===== config.mk =====
export PLATFORM = sky130hd
export DESIGN_NAME = blk_bilerp
export DESIGN_NICKNAME = d
export VERILOG_FILES = /design/src/rtl/blk_bilerp_pkg.sv /design/src/rtl/blk_bilerp_ctrl.sv /design/src/rtl/blk_bilerp_mac.sv /design/src/rtl/blk_bilerp.sv
export SDC_FILE = /design/constraint.sdc
export NUM_CORES = 1
export LEC_CHECK = 0
export BUFFER_PORTS_ARGS = -buffer_cell sky130_fd_sc_hd__buf_4
export CAP_MARGIN = 15
export CORE_ASPECT_RATIO = 0.8
export CORE_UTILIZATION = 29
export CTS_BUF_LIST = sky130_fd_sc_hd__clkbuf_4 sky130_fd_sc_hd__clkbuf_8 sky130_fd_sc_hd__clkbuf_16
export DETAILED_ROUTE_END_ITERATION = 12
export GPL_ROUTABILITY_DRIVEN = 0
export HOLD_SLACK_MARGIN = 0.05
export SETUP_SLACK_MARGIN = 0.1
export SLEW_MARGIN = 20
export SYNTH_ARGS = -nofsm -noshare
export SYNTH_HDL_FRONTEND = slang
export SYNTH_SLANG_ARGS = --single-unit

===== constraint.sdc =====
create_clock -name clk -period 10.34 [get_ports clk]
set_input_delay 0.517 -clock clk [delete_from_list [all_inputs] [get_ports clk]]
set_output_delay 0.517 -clock clk [all_outputs]
set_load 0.01 [all_outputs]

===== src/rtl/blk_bilerp_pkg.sv =====
package blk_bilerp_pkg;

    parameter int unsigned BL_PIX_W = 8;

    typedef logic [BL_PIX_W-1:0] pix_t;

    typedef enum logic [1:0] {
        ST_IDLE,
        ST_FETCH,
        ST_SCAN,
        ST_DRAIN
    } bl_state_e;

    // fetch order of the corners; the capture stage decodes it
    typedef enum logic [1:0] {
        CR_TL = 2'd0,
        CR_TR = 2'd1,
        CR_BL = 2'd2,
        CR_BR = 2'd3
    } corner_e;

    typedef struct packed {
        pix_t tl;
        pix_t tr;
        pix_t bl;
        pix_t br;
    } corner_set_t;

    function automatic logic bl_on_rim(int unsigned d, int unsigned n);
        return (d == 0) || (d == n);
    endfunction

endpackage


===== src/rtl/blk_bilerp_ctrl.sv =====
module blk_bilerp_ctrl
    import blk_bilerp_pkg::*;
#(
    parameter int DIM     = 17,
    parameter int MAX_LOG = 4,
    localparam int COORD_W = $clog2(DIM),
    localparam int ADDR_W  = $clog2(DIM * DIM),
    localparam int KW      = $clog2(MAX_LOG + 1),
    localparam int OW      = MAX_LOG + 1
) (
    input  logic              clk,
    input  logic              rst,
    input  logic              fifo_empty,
    output logic              fifo_pop,
    input  logic [COORD_W-1:0] desc_ax,
    input  logic [COORD_W-1:0] desc_ay,
    input  logic [KW-1:0]     desc_k,
    input  logic              trim_far,
    output logic              busy,
    output logic              rd_en,
    output logic [ADDR_W-1:0] rd_addr,
    output logic              cap_en,
    output logic [1:0]        cap_idx,
    output logic              s_v,
    output logic [OW-1:0]     s_dx,
    output logic [OW-1:0]     s_dy,
    output logic [ADDR_W-1:0] s_addr,
    output logic              s_keep,
    output logic [KW-1:0]     k_q
);

    bl_state_e state;
    logic [1:0]         cnt;
    logic [OW-1:0]      dx, dy, n, offx, offy;
    logic [COORD_W-1:0] ax_q, ay_q;
    logic               trim_q;
    logic               keep_now;

    always_comb begin
        n = OW'(1) << k_q;
        if (state == ST_FETCH) begin
            offx = cnt[0] ? n : '0;
            offy = cnt[1] ? n : '0;
        end else begin
            offx = dx;
            offy = dy;
        end
        rd_addr  = (ADDR_W'(ay_q) + ADDR_W'(offy)) * ADDR_W'(DIM)
                 + ADDR_W'(ax_q) + ADDR_W'(offx);
        rd_en    = (state == ST_FETCH) || (state == ST_SCAN);
        keep_now = !(bl_on_rim(int'(dx), int'(n)) && bl_on_rim(int'(dy), int'(n)))
                 && !(trim_q && ((dx == n) || (dy == n)));
        fifo_pop = (state == ST_IDLE) && !fifo_empty;
        busy     = (state != ST_IDLE);
    end

    always_ff @(posedge clk) begin
        if (rst) begin
            state   <= ST_IDLE;
            cnt     <= '0;
            dx      <= '0;
            dy      <= '0;
            ax_q    <= '0;
            ay_q    <= '0;
            k_q     <= '0;
            trim_q  <= 1'b0;
            cap_en  <= 1'b0;
            cap_idx <= '0;
            s_v     <= 1'b0;
            s_dx    <= '0;
            s_dy    <= '0;
            s_addr  <= '0;
            s_keep  <= 1'b0;
        end else begin
            cap_en  <= (state == ST_FETCH);
            cap_idx <= cnt;
            s_v     <= (state == ST_SCAN);
            s_dx    <= dx;
            s_dy    <= dy;
            s_addr  <= rd_addr;
            s_keep  <= keep_now;
            case (state)
                ST_IDLE: if (!fifo_empty) begin
                    ax_q   <= desc_ax;
                    ay_q   <= desc_ay;
                    k_q    <= desc_k;
                    trim_q <= trim_far;
                    cnt    <= '0;
                    state  <= ST_FETCH;
                end
                ST_FETCH: begin
                    cnt <= cnt + 2'd1;
                    if (cnt == 2'd3) begin
                        dx    <= '0;
                        dy    <= '0;
                        state <= ST_SCAN;
                    end
                end
                ST_SCAN: begin
                    if (dx == n) begin
                        dx <= '0;
                        if (dy == n) begin
                            dy    <= '0;
                            state <= ST_DRAIN;
                        end else begin
                            dy <= dy + OW'(1);
                        end
                    end else begin
                        dx <= dx + OW'(1);
                    end
                end
                default: state <= ST_IDLE;
            endcase
        end
    end

    // one pop per item, and the unit is busy right after taking it
    assert_busy_after_pop_R2: assert property (@(posedge clk) disable iff (rst)
        fifo_pop |=> (busy && !fifo_pop));

    // a busy window only ever opens because of a pop
    assert_busy_origin_R8: assert property (@(posedge clk) disable iff (rst)
        $rose(busy) |-> $past(fifo_pop));

endmodule


===== src/rtl/blk_bilerp_mac.sv =====
module blk_bilerp_mac
    import blk_bilerp_pkg::*;
#(
    parameter int MAX_LOG = 4,
    localparam int KW     = $clog2(MAX_LOG + 1),
    localparam int OW     = MAX_LOG + 1,
    localparam int AW     = BL_PIX_W + 2 * MAX_LOG + 1
) (
    input  logic          clk,
    input  logic          rst,
    input  logic          cap_en,
    input  logic [1:0]    cap_idx,
    input  pix_t          rd_data,
    input  logic [KW-1:0] k,
    input  logic [OW-1:0] dx,
    input  logic [OW-1:0] dy,
    input  logic          live,
    output pix_t          pix
);

    corner_set_t cr;
    logic [OW-1:0] n, ex, ey;
    logic [KW:0]   sh;
    logic [AW-1:0] acc, half;
    pix_t lo, hi;

    always_ff @(posedge clk) begin
        if (rst) begin
            cr <= '0;
        end else if (cap_en) begin
            case (corner_e'(cap_idx))
                CR_TL:   cr.tl <= rd_data;
                CR_TR:   cr.tr <= rd_data;
                CR_BL:   cr.bl <= rd_data;
                default: cr.br <= rd_data;
            endcase
        end
    end

    always_comb begin
        n    = OW'(1) << k;
        ex   = n - dx;
        ey   = n - dy;
        sh   = {k, 1'b0};
        half = (AW'(1) << sh) >> 1;
        acc  = AW'(cr.tl) * AW'(ex) * AW'(ey)
             + AW'(cr.tr) * AW'(dx) * AW'(ey)
             + AW'(cr.bl) * AW'(ex) * AW'(dy)
             + AW'(cr.br) * AW'(dx) * AW'(dy);
        pix  = BL_PIX_W'((acc + half) >> sh);
    end

    always_comb begin
        lo = cr.tl;
        hi = cr.tl;
        if (cr.tr < lo) lo = cr.tr;
        if (cr.bl < lo) lo = cr.bl;
        if (cr.br < lo) lo = cr.br;
        if (cr.tr > hi) hi = cr.tr;
        if (cr.bl > hi) hi = cr.bl;
        if (cr.br > hi) hi = cr.br;
    end

    // a weighted blend never leaves the corner value range
    assert_convex_R4: assert property (@(posedge clk) disable iff (rst)
        live |-> ((pix >= lo) && (pix <= hi)));

endmodule


===== src/rtl/blk_bilerp.sv =====
module blk_bilerp
    import blk_bilerp_pkg::*;
#(
    parameter int DIM     = 17,
    parameter int MAX_LOG = 4,
    localparam int COORD_W = $clog2(DIM),
    localparam int ADDR_W  = $clog2(DIM * DIM),
    localparam int KW      = $clog2(MAX_LOG + 1),
    localparam int OW      = MAX_LOG + 1
) (
    input  logic              clk,
    input  logic              rst,
    input  logic              fifo_empty,
    output logic              fifo_pop,
    input  logic [COORD_W-1:0] desc_ax,
    input  logic [COORD_W-1:0] desc_ay,
    input  logic [KW-1:0]     desc_k,
    input  logic              trim_far,
    output logic              rd_en,
    output logic [ADDR_W-1:0] rd_addr,
    input  logic [BL_PIX_W-1:0] rd_data,
    input  logic              rd_smp,
    output logic              wr_en,
    output logic [ADDR_W-1:0] wr_addr,
    output logic [BL_PIX_W-1:0] wr_data,
    output logic              busy
);

    logic              cap_en, s_v, s_keep;
    logic [1:0]        cap_idx;
    logic [OW-1:0]     s_dx, s_dy;
    logic [ADDR_W-1:0] s_addr;
    logic [KW-1:0]     k_q;
    pix_t              pix;

    blk_bilerp_ctrl #(.DIM(DIM), .MAX_LOG(MAX_LOG)) u_ctrl (
        .clk(clk), .rst(rst),
        .fifo_empty(fifo_empty), .fifo_pop(fifo_pop),
        .desc_ax(desc_ax), .desc_ay(desc_ay), .desc_k(desc_k),
        .trim_far(trim_far), .busy(busy),
        .rd_en(rd_en), .rd_addr(rd_addr),
        .cap_en(cap_en), .cap_idx(cap_idx),
        .s_v(s_v), .s_dx(s_dx), .s_dy(s_dy),
        .s_addr(s_addr), .s_keep(s_keep), .k_q(k_q)
    );

    blk_bilerp_mac #(.MAX_LOG(MAX_LOG)) u_mac (
        .clk(clk), .rst(rst),
        .cap_en(cap_en), .cap_idx(cap_idx), .rd_data(rd_data),
        .k(k_q), .dx(s_dx), .dy(s_dy), .live(s_v), .pix(pix)
    );

    assign wr_en   = s_v && s_keep && !rd_smp;
    assign wr_addr = s_addr;
    assign wr_data = pix;

    // writes only inside a busy window
    assert_write_in_busy_R8: assert property (@(posedge clk) disable iff (rst)
        wr_en |-> busy);

    // every write lands on the canvas
    assert_addr_range_R9: assert property (@(posedge clk) disable iff (rst)
        wr_en |-> (int'(wr_addr) < DIM * DIM));

endmodule


==> reports/qor.yml, run 1 <==
finClkSkew_ns: 0.006593
crit_path_end_kind: "output pin"
crit_path_start_kind: "flop"
cts_made_buffers: 9
root_buffer: "clkbuf_16"
start_util_pct: 29.29
h-tree-depth: 3
cp_common_cell: "fa_1"
hold_class: "in2reg"
worstPathRequired_ns: 9.82
dpl.cell_count: 3055
grtUsageTotal_pct: 16.33
wl_per_cell_um: 16.23
worstPathArrival_ns: 10.53
synth_area_um2: 17900
synth.net_count: 2590
syn_to_final_growth_pct: 19.25
cts_tree: "done"
overflow: 0
worst_path_largest_cell_delay_ns: 0.58
drc: 0
powerDensity_nw_per_um2: 71.05
nets: 2762
dp_hpwl_mm: 42.91
dr.pass1.iters: 5
rows: 81
synth_cells: 2074
syn_avg_cell_area_um2: 8.632
vias: 14290
slew_headroom_pct: 41.92
max-cap-violations: 0
fin_crit_ns: 11.05
first_global_vias: 14840
drive_above_1_share_pct: 15.91
dominantRegCellSynth: "dfxtp_1"
min_period_over_period_pct: 106.9
setup_slack_ns: -0.7109
cts_max_path_buffers: 2
dieArea_um2: 62740
slowest_stage: "fa_1"
via_per_inst: 4.639
finalHoldViolCount: 0
pin_count: 56
ant_nets: 0
p_leak_nw: 10.16
coreArea_um2: 61110
final_area_um2: 21350
grt_pass1_wl_mm: 80.44
multi_input_area_um2: 15080
synth_warnings: 0
crit_type: "reg2out"
die_w_um: 279.8
synth.distinct_cells: 63
yosysSeqAreaShare_pct: 9.393
grt_max_degree: 81
antenna_found_initial: 0
clk_pin_slew_ns: 0.07
drt_iter0_drc: 794
ys_seq_elements: 84
worstMarginPinSlew_ns: 0.8712
portBuffers: 55
n_antenna_cell: 0
irDropWorstVdd_uv: 83.43
hold_buffers: 0
setup_viol: 8
clock-sinks: 84
maxSlewViolCount: 0
rsz0062_at_grt: "true"
failed_checks: "setup timing"
critPathMaxFanout: 5
utilization_pct: 34.93
async_reset_ff_share_pct: 0
die_h_um: 224.2
num-fill-cells: 6196
insertion_delay_ns: 0.36
fmax_mhz: 90.49
postPlaceCellArea_um2: 20550
synth_edf_count: 0
register_area_um2: 1693
status: "complete, but fails checks"
postRouteWirelength_mm: 50.00
finalNonFillerCells: 3080
==> per-stage QoR <==
stage	total power, mW	TNS (ns)	hold slack (ns)	worst slack [ns]
floorplan	0.8390	0	0.4312	0.04734
global placement	1.159	-2.887	0.4545	-0.4284
detailed placement	1.171	-3.885	0.4549	-0.5425
CTS	1.519	-4.910	0.3925	-0.7615
global route	1.625	-8.071	0.4093	-1.131
finish	1.517	-4.833	0.4081	-0.7109
==> path summary, 6_finish.rpt <==
path,to,start,slack [ns],cells past startpoint
worst max-delay path,wr_data[2],u_ctrl.k_q[0]$_SDFFE_PP0P_,-0.71,44
worst min-delay path,u_ctrl.ax_q[4]$_SDFFE_PP0P_,desc_ax[4],0.41,3
worst max register to register,u_ctrl.s_addr[8]$_SDFF_PP0_,u_ctrl.state[1]$_SDFFE_PP0P_,5.15,23
worst min register to register,u_ctrl.ax_q[0]$_SDFFE_PP0P_,u_ctrl.ax_q[0]$_SDFFE_PP0P_,0.46,2
==> layout make-up <==
class                           count  share of cell area (%)
Clock buffer                       11                   1.155
Tap cell                          830                   4.865
Timing Repair Buffer              221                   8.030
Inverter                          409                   7.215
Clock inverter                      4                  0.1582
Multi-Input combinational cell   1521                   70.65
Sequential cell                    84                   7.930
==> metal layers <==
metal / wire length (um) / vias up / GRT usage [%] / part of all wire, %
met5: 0 / - / 0 / 0
met4: 436 / 0 / 2.203 / 0.87
met3: 4065 / 31 / 4.332 / 8.1
met2: 20980 / 331 / 24.14 / 42
met1: 24520 / 7172 / 24.13 / 49
li1: - / 6753 / - / -
==> layout by cell type (no fill, tap or decap), types with 8 or more instances in the layout <==
| master | count |
|---|---|
| and3_1 | 10 |
| nand3_1 | 22 |
| clkbuf_16 | 9 |
| a21o_1 | 25 |
| nor2b_1 | 53 |
| or2_2 | 10 |
| buf_6 | 8 |
| o21bai_1 | 12 |
| xor2_1 | 15 |
| xnor2_1 | 59 |
| o21ai_1 | 11 |
| ha_1 | 178 |
| mux2i_1 | 41 |
| nand2b_1 | 47 |
| a21oi_2 | 9 |
| ha_4 | 13 |
| dfxtp_1 | 81 |
| inv_1 | 396 |
| o22ai_1 | 9 |
| xnor2_2 | 8 |
| and2_1 | 173 |
| a21oi_1 | 59 |
| buf_4 | 211 |
| nor2_1 | 143 |
| nand2_1 | 166 |
| nand4_1 | 10 |
| o21ai_0 | 22 |
| fa_1 | 296 |
| inv_2 | 12 |
==> cell families after synthesis <==
| kind of cell | Yosys count | synth area share [%] |
|---|---|---|
| buf+inv | 469 | 9.862 |
| simple gates | 686 | 19.44 |
| xor+xnor | 88 | 4.347 |
| mux | 44 | 2.474 |
| fa+ha+maj | 491 | 46.84 |
| compound gates | 212 | 7.646 |
| flops | 84 | 9.393 |
==> sequential cells by signal (all words and copies together) (netlist names) <==
name / cells
u_ctrl.ay_q: 5
u_ctrl.trim_q: 1
u_ctrl.s_dx: 5
u_ctrl.cap_idx: 2
u_ctrl.dy: 5
u_ctrl.k_q: 3
u_ctrl.state: 2
u_ctrl.s_v: 1
u_ctrl.ax_q: 5
u_ctrl.cnt: 2
u_ctrl.dx: 5
u_ctrl.s_addr: 9
u_ctrl.s_keep: 1
u_mac.cr: 32
u_ctrl.cap_en: 1
u_ctrl.s_dy: 5
==> synthesized netlist by cell type (all sizes together) (4+ instances only) <==
| cell type | instances | area (um2) |
|---|---|---|
| buf | 13 | 53.80 |
| and3 | 10 | 62.56 |
| and2 | 176 | 1101 |
| o21ai | 38 | 190.2 |
| nand3b | 5 | 37.54 |
| a21oi | 72 | 364.1 |
| mux2i | 42 | 420.4 |
| nor2b | 54 | 337.8 |
| o211ai | 4 | 40.03 |
| or3 | 8 | 50.05 |
| ha | 191 | 2390 |
| o22ai | 10 | 62.56 |
| clkbuf | 47 | 176.4 |
| xor2 | 18 | 165.2 |
| dfxtp | 84 | 1682 |
| a221oi | 5 | 43.79 |
| fa | 299 | 5986 |
| nand2b | 49 | 306.5 |
| nand2 | 172 | 645.6 |
| a31oi | 8 | 50.05 |
| or2 | 10 | 62.56 |
| nor2 | 149 | 561.8 |
| inv | 409 | 1535 |
| nand4 | 10 | 62.56 |
| nor3 | 8 | 40.04 |
| xnor2 | 70 | 613.1 |
| nand3 | 25 | 135.1 |
| a211oi | 6 | 45.04 |
| o21a | 6 | 45.04 |
| a21o | 25 | 187.7 |
| o21bai | 12 | 90.09 |
==> timing repair <==
item                                    4_1_cts  5_1_grt
buffers inserted                              8        2
endpoints found under the setup margin        8        8
resized for setup                            62       29
pin swaps                                    25       14
==> worst max-delay path: cells and delay by family, from the launching register on <==
kind,cells,cell delay (ns)
AND/OR/NAND/NOR,8,1.11
XOR/XNOR,1,0.20
flip-flops,1,0.38
adder cells (fa/ha/maj),14,5.82
AO/OA/AOI/OAI,13,2.09
buffers and inverters,8,0.60
==> power by group <==
group / switching (mW) / total (mW) / internal (mW)
clock network: 0.144 / 0.317 / 0.173
logic: 0.478 / 0.816 / 0.337
registers: 0.0284 / 0.385 / 0.356
No activity file was read; power rests on OpenSTA's default activity.
==> inputs of run 2 (changes only) <==
- SKIP_CTS_REPAIR_TIMING: unset -> 1
==> run 2 against run 1 <==
Against the previous run: the flow still finishes with violations (setup timing); core utilization down 0.094 points; sequential share of layout area is essentially flat; total power fell by 0.31%; first-iteration DRC count is 8.4% higher; hold slack is essentially flat; setup slack lost 0.068 ns; maximum frequency fell by 0.62%; combinational power decreased by 0.6%; critical path type unchanged; clock power is essentially flat; critical endpoint is now wr_data[4]; largest power group unchanged.
==> reports/qor.yml, run 2 (synthesized netlist as in run 1, its figures left out) <==
status: "complete, but fails checks"
failed_checks: "setup timing"
rows: 81  # unchanged
hold_depth: 3  # unchanged
via_per_inst: 4.620  # -0.39%
final_common_cell: "inv_1"
portBuffers: 55  # unchanged
maxSlewViolCount: 0  # unchanged
final_cell_mix: "inv_1 (398), fa_1 (296), buf_4 (213)"
crit_type: "reg2out"
ant_nets: 0  # unchanged
setup_viol: 8  # unchanged
p_comb_share_pct: 53.7  # about the same
antenna_found_initial: 0  # unchanged
first_global_vias: 14680  # -1.1%
hold_class: "in2reg"
dp_hpwl_mm: 42.91  # unchanged
p_int_mw: 0.8631  # -0.37%
dieArea_um2: 62740  # unchanged
p_leak_nw: 10.15  # about the same
insertion_delay_ns: 0.35  # about the same
drive_above_1_share_pct: 15.78  # -0.13 points
slowest_stage: "fa_1"
min_period_over_period_pct: 107.5  # +0.66 points
num-fill-cells: 6190  # -0.097%
drt_iter0_drc: 861  # +8.4%
vias: 14230  # -0.43%
irDropWorstVdd_uv: 83.54  # +0.12%
postRouteWirelength_mm: 49.95  # -0.10%
clockPowerShare_pct: 20.9  # about the same
grtUsageTotal_pct: 16.16  # -0.17 points
worstPathRequired_ns: 9.82  # about the same
largest_reg_flops: 32  # unchanged
finalHoldViolCount: 0  # unchanged
h-tree-depth: 3  # unchanged
regToRegSetupSlack_ns: 5.15  # about the same
coreArea_um2: 61110  # unchanged
top_register: "u_mac.cr"
wl_per_cell_um: 16.22  # about the same
overflow: 0  # unchanged
start_util_pct: 29.29  # unchanged
p_sw_share_pct: 42.92  # about the same
crit_path_end_kind: "output pin"
dr.pass1.iters: 4  # -1
setup_slack_ns: -0.7793  # -0.06844 ns
seqPwrFrac_pct: 25.4  # about the same
crit_path_start_kind: "flop"
worstPathArrival_ns: 10.60  # +0.07 ns
clk_pin_slew_ns: 0.07  # about the same
max-cap-violations: 0  # unchanged
grt_pass1_wl_mm: 79.50  # -1.2%
whs_endpoint: "u_ctrl.ax_q[4]$_SDFFE_PP0P_"
slew_headroom_pct: 42.48  # +0.56 points
die_h_um: 224.2  # unchanged
finClkSkew_ns: 0.005605  # -0.0009877 ns
worstHoldStart: "desc_ax[4]"
nets: 2761  # -0.036%
p_sw_mw: 0.6490  # -0.23%
clock-sinks: 84  # unchanged
critPathMaxFanout: 5  # unchanged
timing.rr.start: "u_ctrl.state[1]$_SDFFE_PP0P_"
pin_count: 56  # unchanged
die_w_um: 279.8  # unchanged
fin_crit_ns: 11.12  # +0.06844 ns
finalNonFillerCells: 3079  # -0.032%
worst_path_largest_cell_delay_ns: 0.56  # -0.02 ns
cts_made_buffers: 9  # unchanged
n_antenna_cell: 0  # unchanged
cts_tree: "done"
fmax_mhz: 89.93  # -0.62%
syn_to_final_growth_pct: 18.93
worstMarginPinSlew_ns: 0.8629  # -0.008356 ns
reg2reg_depth: 23  # unchanged
powerDensity_nw_per_um2: 71.02  # about the same
root_buffer: "clkbuf_16"
cts_max_path_buffers: 2  # unchanged
cp_common_cell: "fa_1"
reg_top3: "u_mac.cr x32, u_ctrl.s_addr x9"
grt_max_degree: 81  # unchanged
fin_setup_tns_ns: -5.177  # -0.3438 ns
dpl.cell_count: 3055  # unchanged
rsz0062_at_grt: "true"
reg2reg_to: "u_ctrl.s_addr[8]$_SDFF_PP0_"
drc: 0  # unchanged
-- run 2: metal layers --
metal | vias up | part of all wire [%] | routed length, um | global-route usage (%)
li1 | 6758 | - | - | -
met1 | 7122 | 49 | 24560 | 24.06
met2 | 323 | 42 | 20970 | 23.74
met3 | 23 | 8.1 | 4047 | 4.145
met4 | 0 | 0.75 | 374 | 2.221
met5 | - | 0 | 0 | 0
-- run 2: worst max-delay path: cells and delay by family (launching register included) --
| family | cells | cell delay (ns) |
|---|---|---|
| DFF | 1 | 0.40 |
| adders and majority gates | 14 | 5.84 |
| and+or+nand+nor | 8 | 1.10 |
| AOI/OAI and AO/OA | 10 | 1.74 |
| xor gates and xnor gates | 3 | 0.51 |
| buffers and inverters | 9 | 0.68 |
-- run 2: layout make-up --
cell class	instances	area, um2	area share [%]
sequential	84	1690	7.940
timing repair buffer	220	1695	7.963
clock inverter	4	33.78	0.1587
multi-input combinational	1521	15050	70.67
inverter	409	1540	7.234
clock buffer	11	246.5	1.158
tap	830	1039	4.878
-- run 2: metrics by stage --
stage               total power [mW]  area (um2)  utilization (%)  setup slack (ns)  hold WS (ns)
global route                   1.620       21290            34.84            -1.165        0.4093
floorplan                     0.8390       18170                -           0.04734        0.4312
finish                         1.512       21290            34.84           -0.7793        0.4078
CTS                            1.496       20830            34.08           -0.9333        0.3925
global placement               1.159       20550            33.62           -0.4284        0.4545
detailed placement             1.171       20550            33.62           -0.5425        0.4549
-- run 2: power by group through the flow --
stage / logic [mW] / clock network (mW) / registers, mW
after floorplan: 0.453 / 0 / 0.386
after global placement: 0.770 / 0 / 0.388
after detailed placement: 0.781 / 0 / 0.391
after CTS: 0.785 / 0.327 / 0.383
after global routing: 0.889 / 0.342 / 0.389
final: 0.811 / 0.316 / 0.385
-- run 2: how the worst max path moves through the flow --
| stage | from | end | cells past startpoint |
|---|---|---|---|
| 2_1_floorplan | u_ctrl.k_q[2]$_SDFFE_PP0P_ | wr_data[4] | 42 |
| 6_report | u_ctrl.k_q[2]$_SDFFE_PP0P_ | wr_data[4] | 44 |
| 4_1_cts | u_ctrl.k_q[0]$_SDFFE_PP0P_ | wr_data[2] | 44 |
| 3_5_place_dp | u_ctrl.k_q[0]$_SDFFE_PP0P_ | wr_data[2] | 44 |
| 3_3_place_gp | u_ctrl.k_q[0]$_SDFFE_PP0P_ | wr_data[4] | 44 |
| 5_1_grt | u_ctrl.k_q[0]$_SDFFE_PP0P_ | wr_data[4] | 41 |
==> inputs of run 3 (changes only) <==
- GPL_TIMING_DRIVEN: unset -> 0
==> run 3 against run 2 <==
Against the previous run: the run still ends with setup timing left; register-to-register slack lost 0.05 ns; critical path depth fell by 2; sequential share of layout area up 0.18 points.
==> reports/qor.yml, run 3 (synthesized netlist as in run 1, its figures left out) <==
status: "complete, but fails checks"
failed_checks: "setup timing"
maxSlewViolCount: 0  # unchanged
hold_depth: 3  # unchanged
slowest_stage: "fa_1"
portBuffers: 54  # -1.8%
ant_nets: 0  # unchanged
postRouteWirelength_mm: 51.96  # +4.0%
crit_path_start_kind: "flop"
insertion_delay_ns: 0.35  # about the same
worstPathArrival_ns: 11.17  # +0.57 ns
die_h_um: 224.2  # unchanged
use_met3_pct: 1.807  # -2.3 points
coreArea_um2: 61110  # unchanged
timing.rr.start: "u_ctrl.state[1]$_SDFFE_PP0P_"
syn_to_final_growth_pct: 16.57
postPlaceCellArea_um2: 19620  # -4.5%
final_cell_mix: "inv_1 (397), fa_1 (297), ha_1 (176)"
critPathMaxFanout: 6  # +1
max-cap-violations: 0  # unchanged
worst_path_largest_cell_delay_ns: 0.58  # +0.02 ns
finalHoldViolCount: 0  # unchanged
top_register: "u_mac.cr"
min_period_over_period_pct: 113.0  # +5.5 points
first_global_vias: 14660  # -0.11%
grt_max_degree: 16  # -80%
grtUsageMet2_pct: 25.02  # +1.3 points
h-tree-depth: 3  # unchanged
grtUsageMet1_pct: 24.68  # +0.62 points
drive_above_1_share_pct: 11.62  # -4.2 points
n_antenna_cell: 0  # unchanged
reg2reg_to: "u_ctrl.s_addr[8]$_SDFF_PP0_"
setup_slack_ns: -1.348  # -0.5686 ns
setup_viol: 8  # unchanged
reg2reg_depth: 22  # -4.3%
root_buffer: "clkbuf_16"
vias: 14380  # +1.1%
powerDensity_nw_per_um2: 75.14  # +5.8%
worstHoldStart: "desc_ay[3]"
clk_pin_slew_ns: 0.07  # about the same
fmax_mhz: 85.56  # -4.9%
total_power_mw: 1.568  # +3.7%
dp_hpwl_mm: 43.85  # +2.2%
grt.busiest_layer: "met2"
multi_input_area_um2: 15150  # +0.70%
cp_common_cell: "fa_1"
cts_max_path_buffers: 2  # unchanged
reg_top3: "u_mac.cr x32, u_ctrl.s_addr x9"
fin_crit_ns: 11.69  # +0.5686 ns
grt_pass1_wl_mm: 80.20  # +0.88%
cts_made_buffers: 9  # unchanged
via_per_inst: 4.768  # +3.2%
wl_per_cell_um: 17.23  # +6.2%
finClkSkew_ns: 0.01171  # +0.006106 ns
die_w_um: 279.8  # unchanged
start_util_pct: 29.29  # unchanged
register_area_um2: 1694  # +0.22%
rows: 81  # unchanged
drc: 0  # unchanged
antenna_found_initial: 1  # +1
drt_iter0_drc: 1078  # +25%
nets: 2697  # -2.3%
place_ws_ns: -2.199  # -1.657 ns
hold_class: "in2reg"
irDropWorstVdd_uv: 81.35  # -2.6%
crit_type: "reg2out"
clock-sinks: 84  # unchanged
num-fill-cells: 6300  # +1.8%
dr.pass1.iters: 6  # +2
pin_count: 56  # unchanged
crit_path_end_kind: "output pin"
worstPathRequired_ns: 9.82  # about the same
dieArea_um2: 62740  # unchanged
regToRegSetupSlack_ns: 5.10  # -0.05 ns
largest_reg_flops: 32  # unchanged
whs_endpoint: "u_ctrl.ay_q[3]$_SDFFE_PP0P_"
grtUsageTotal_pct: 16.38  # +0.22 points
p_leak_nw: 9.780  # -3.7%
overflow: 0  # unchanged
worstMarginPinSlew_ns: 1.101  # +0.2386 ns
final_area_um2: 20870  # -2.0%
final_common_cell: "inv_1"
cts_tree: "done"
slew_headroom_pct: 26.04  # -16 points
rsz0062_at_grt: "true"
-- run 3: changes by cell type in the layout (fill, tap and decap cells not counted), moves of 4 or more --
cell / change
buf_1: +7
buf_4: -123
clkbuf_1: +42
ha_2: +4
nand2_1: -4
xnor2_1: -6
-- run 3: per-stage QoR --
step | TNS, ns | instances | utilization [%] | hold slack (ns)
after floorplan | 0 | 2074 | - | 0.4312
after global placement | -14.50 | 2958 | 32.09 | 0.4515
after detailed placement | -15.68 | 2958 | 32.10 | 0.4553
after CTS | -18.94 | 2974 | 32.67 | 0.4052
after global routing | -12.21 | 3016 | 34.15 | 0.4097
final | -9.811 | 3016 | 34.15 | 0.4050
-- run 3: cell type report --
class,instances,area share (%)
Timing Repair Buffer,96,3.795
Clock inverter,7,0.5876
Buffer,60,1.391
Inverter,409,7.452
Sequential cell,84,8.118
Multi-Input combinational cell,1521,72.60
Clock buffer,9,1.079
Tap cell,830,4.976
-- run 3: metal layers --
layer | part of all wire [%] | vias up
met3 | 6.0 | 47
li1 | - | 6621
met2 | 43 | 436
met5 | 0 | -
met1 | 49 | 7275
met4 | 1.3 | 0
-- run 3: worst max path at each step --
stage	start	end	slack, ns	depth (start not counted)
2_1_floorplan	u_ctrl.k_q[2]$_SDFFE_PP0P_	wr_data[4]	0.05	42
3_3_place_gp	u_ctrl.k_q[1]$_SDFFE_PP0P_	wr_data[2]	-2.07	40
3_5_place_dp	u_ctrl.k_q[1]$_SDFFE_PP0P_	wr_data[4]	-2.20	41
4_1_cts	u_ctrl.k_q[1]$_SDFFE_PP0P_	wr_data[2]	-2.61	41
5_1_grt	u_ctrl.k_q[0]$_SDFFE_PP0P_	wr_data[4]	-1.67	46
6_report	u_ctrl.k_q[0]$_SDFFE_PP0P_	wr_data[1]	-1.35	42
-- run 3: worst max-delay path: cells and delay by family, from the launching register on --
| family | cells | cell delay, ns |
|---|---|---|
| mux | 1 | 0.22 |
| simple gates | 5 | 0.61 |
| xor+xnor | 3 | 0.90 |
| compound gates | 9 | 1.84 |
| fa+ha+maj | 14 | 5.84 |
| flops | 1 | 0.43 |
| buf+inv | 10 | 0.96 |
-- run 3: power breakdown --
part	switching, mW	leakage, nW	internal [mW]
Sequential	0.0307	0.684	0.356
Combinational	0.483	8.93	0.317
Clock	0.144	0.162	0.237
Total	0.657	9.78	0.911
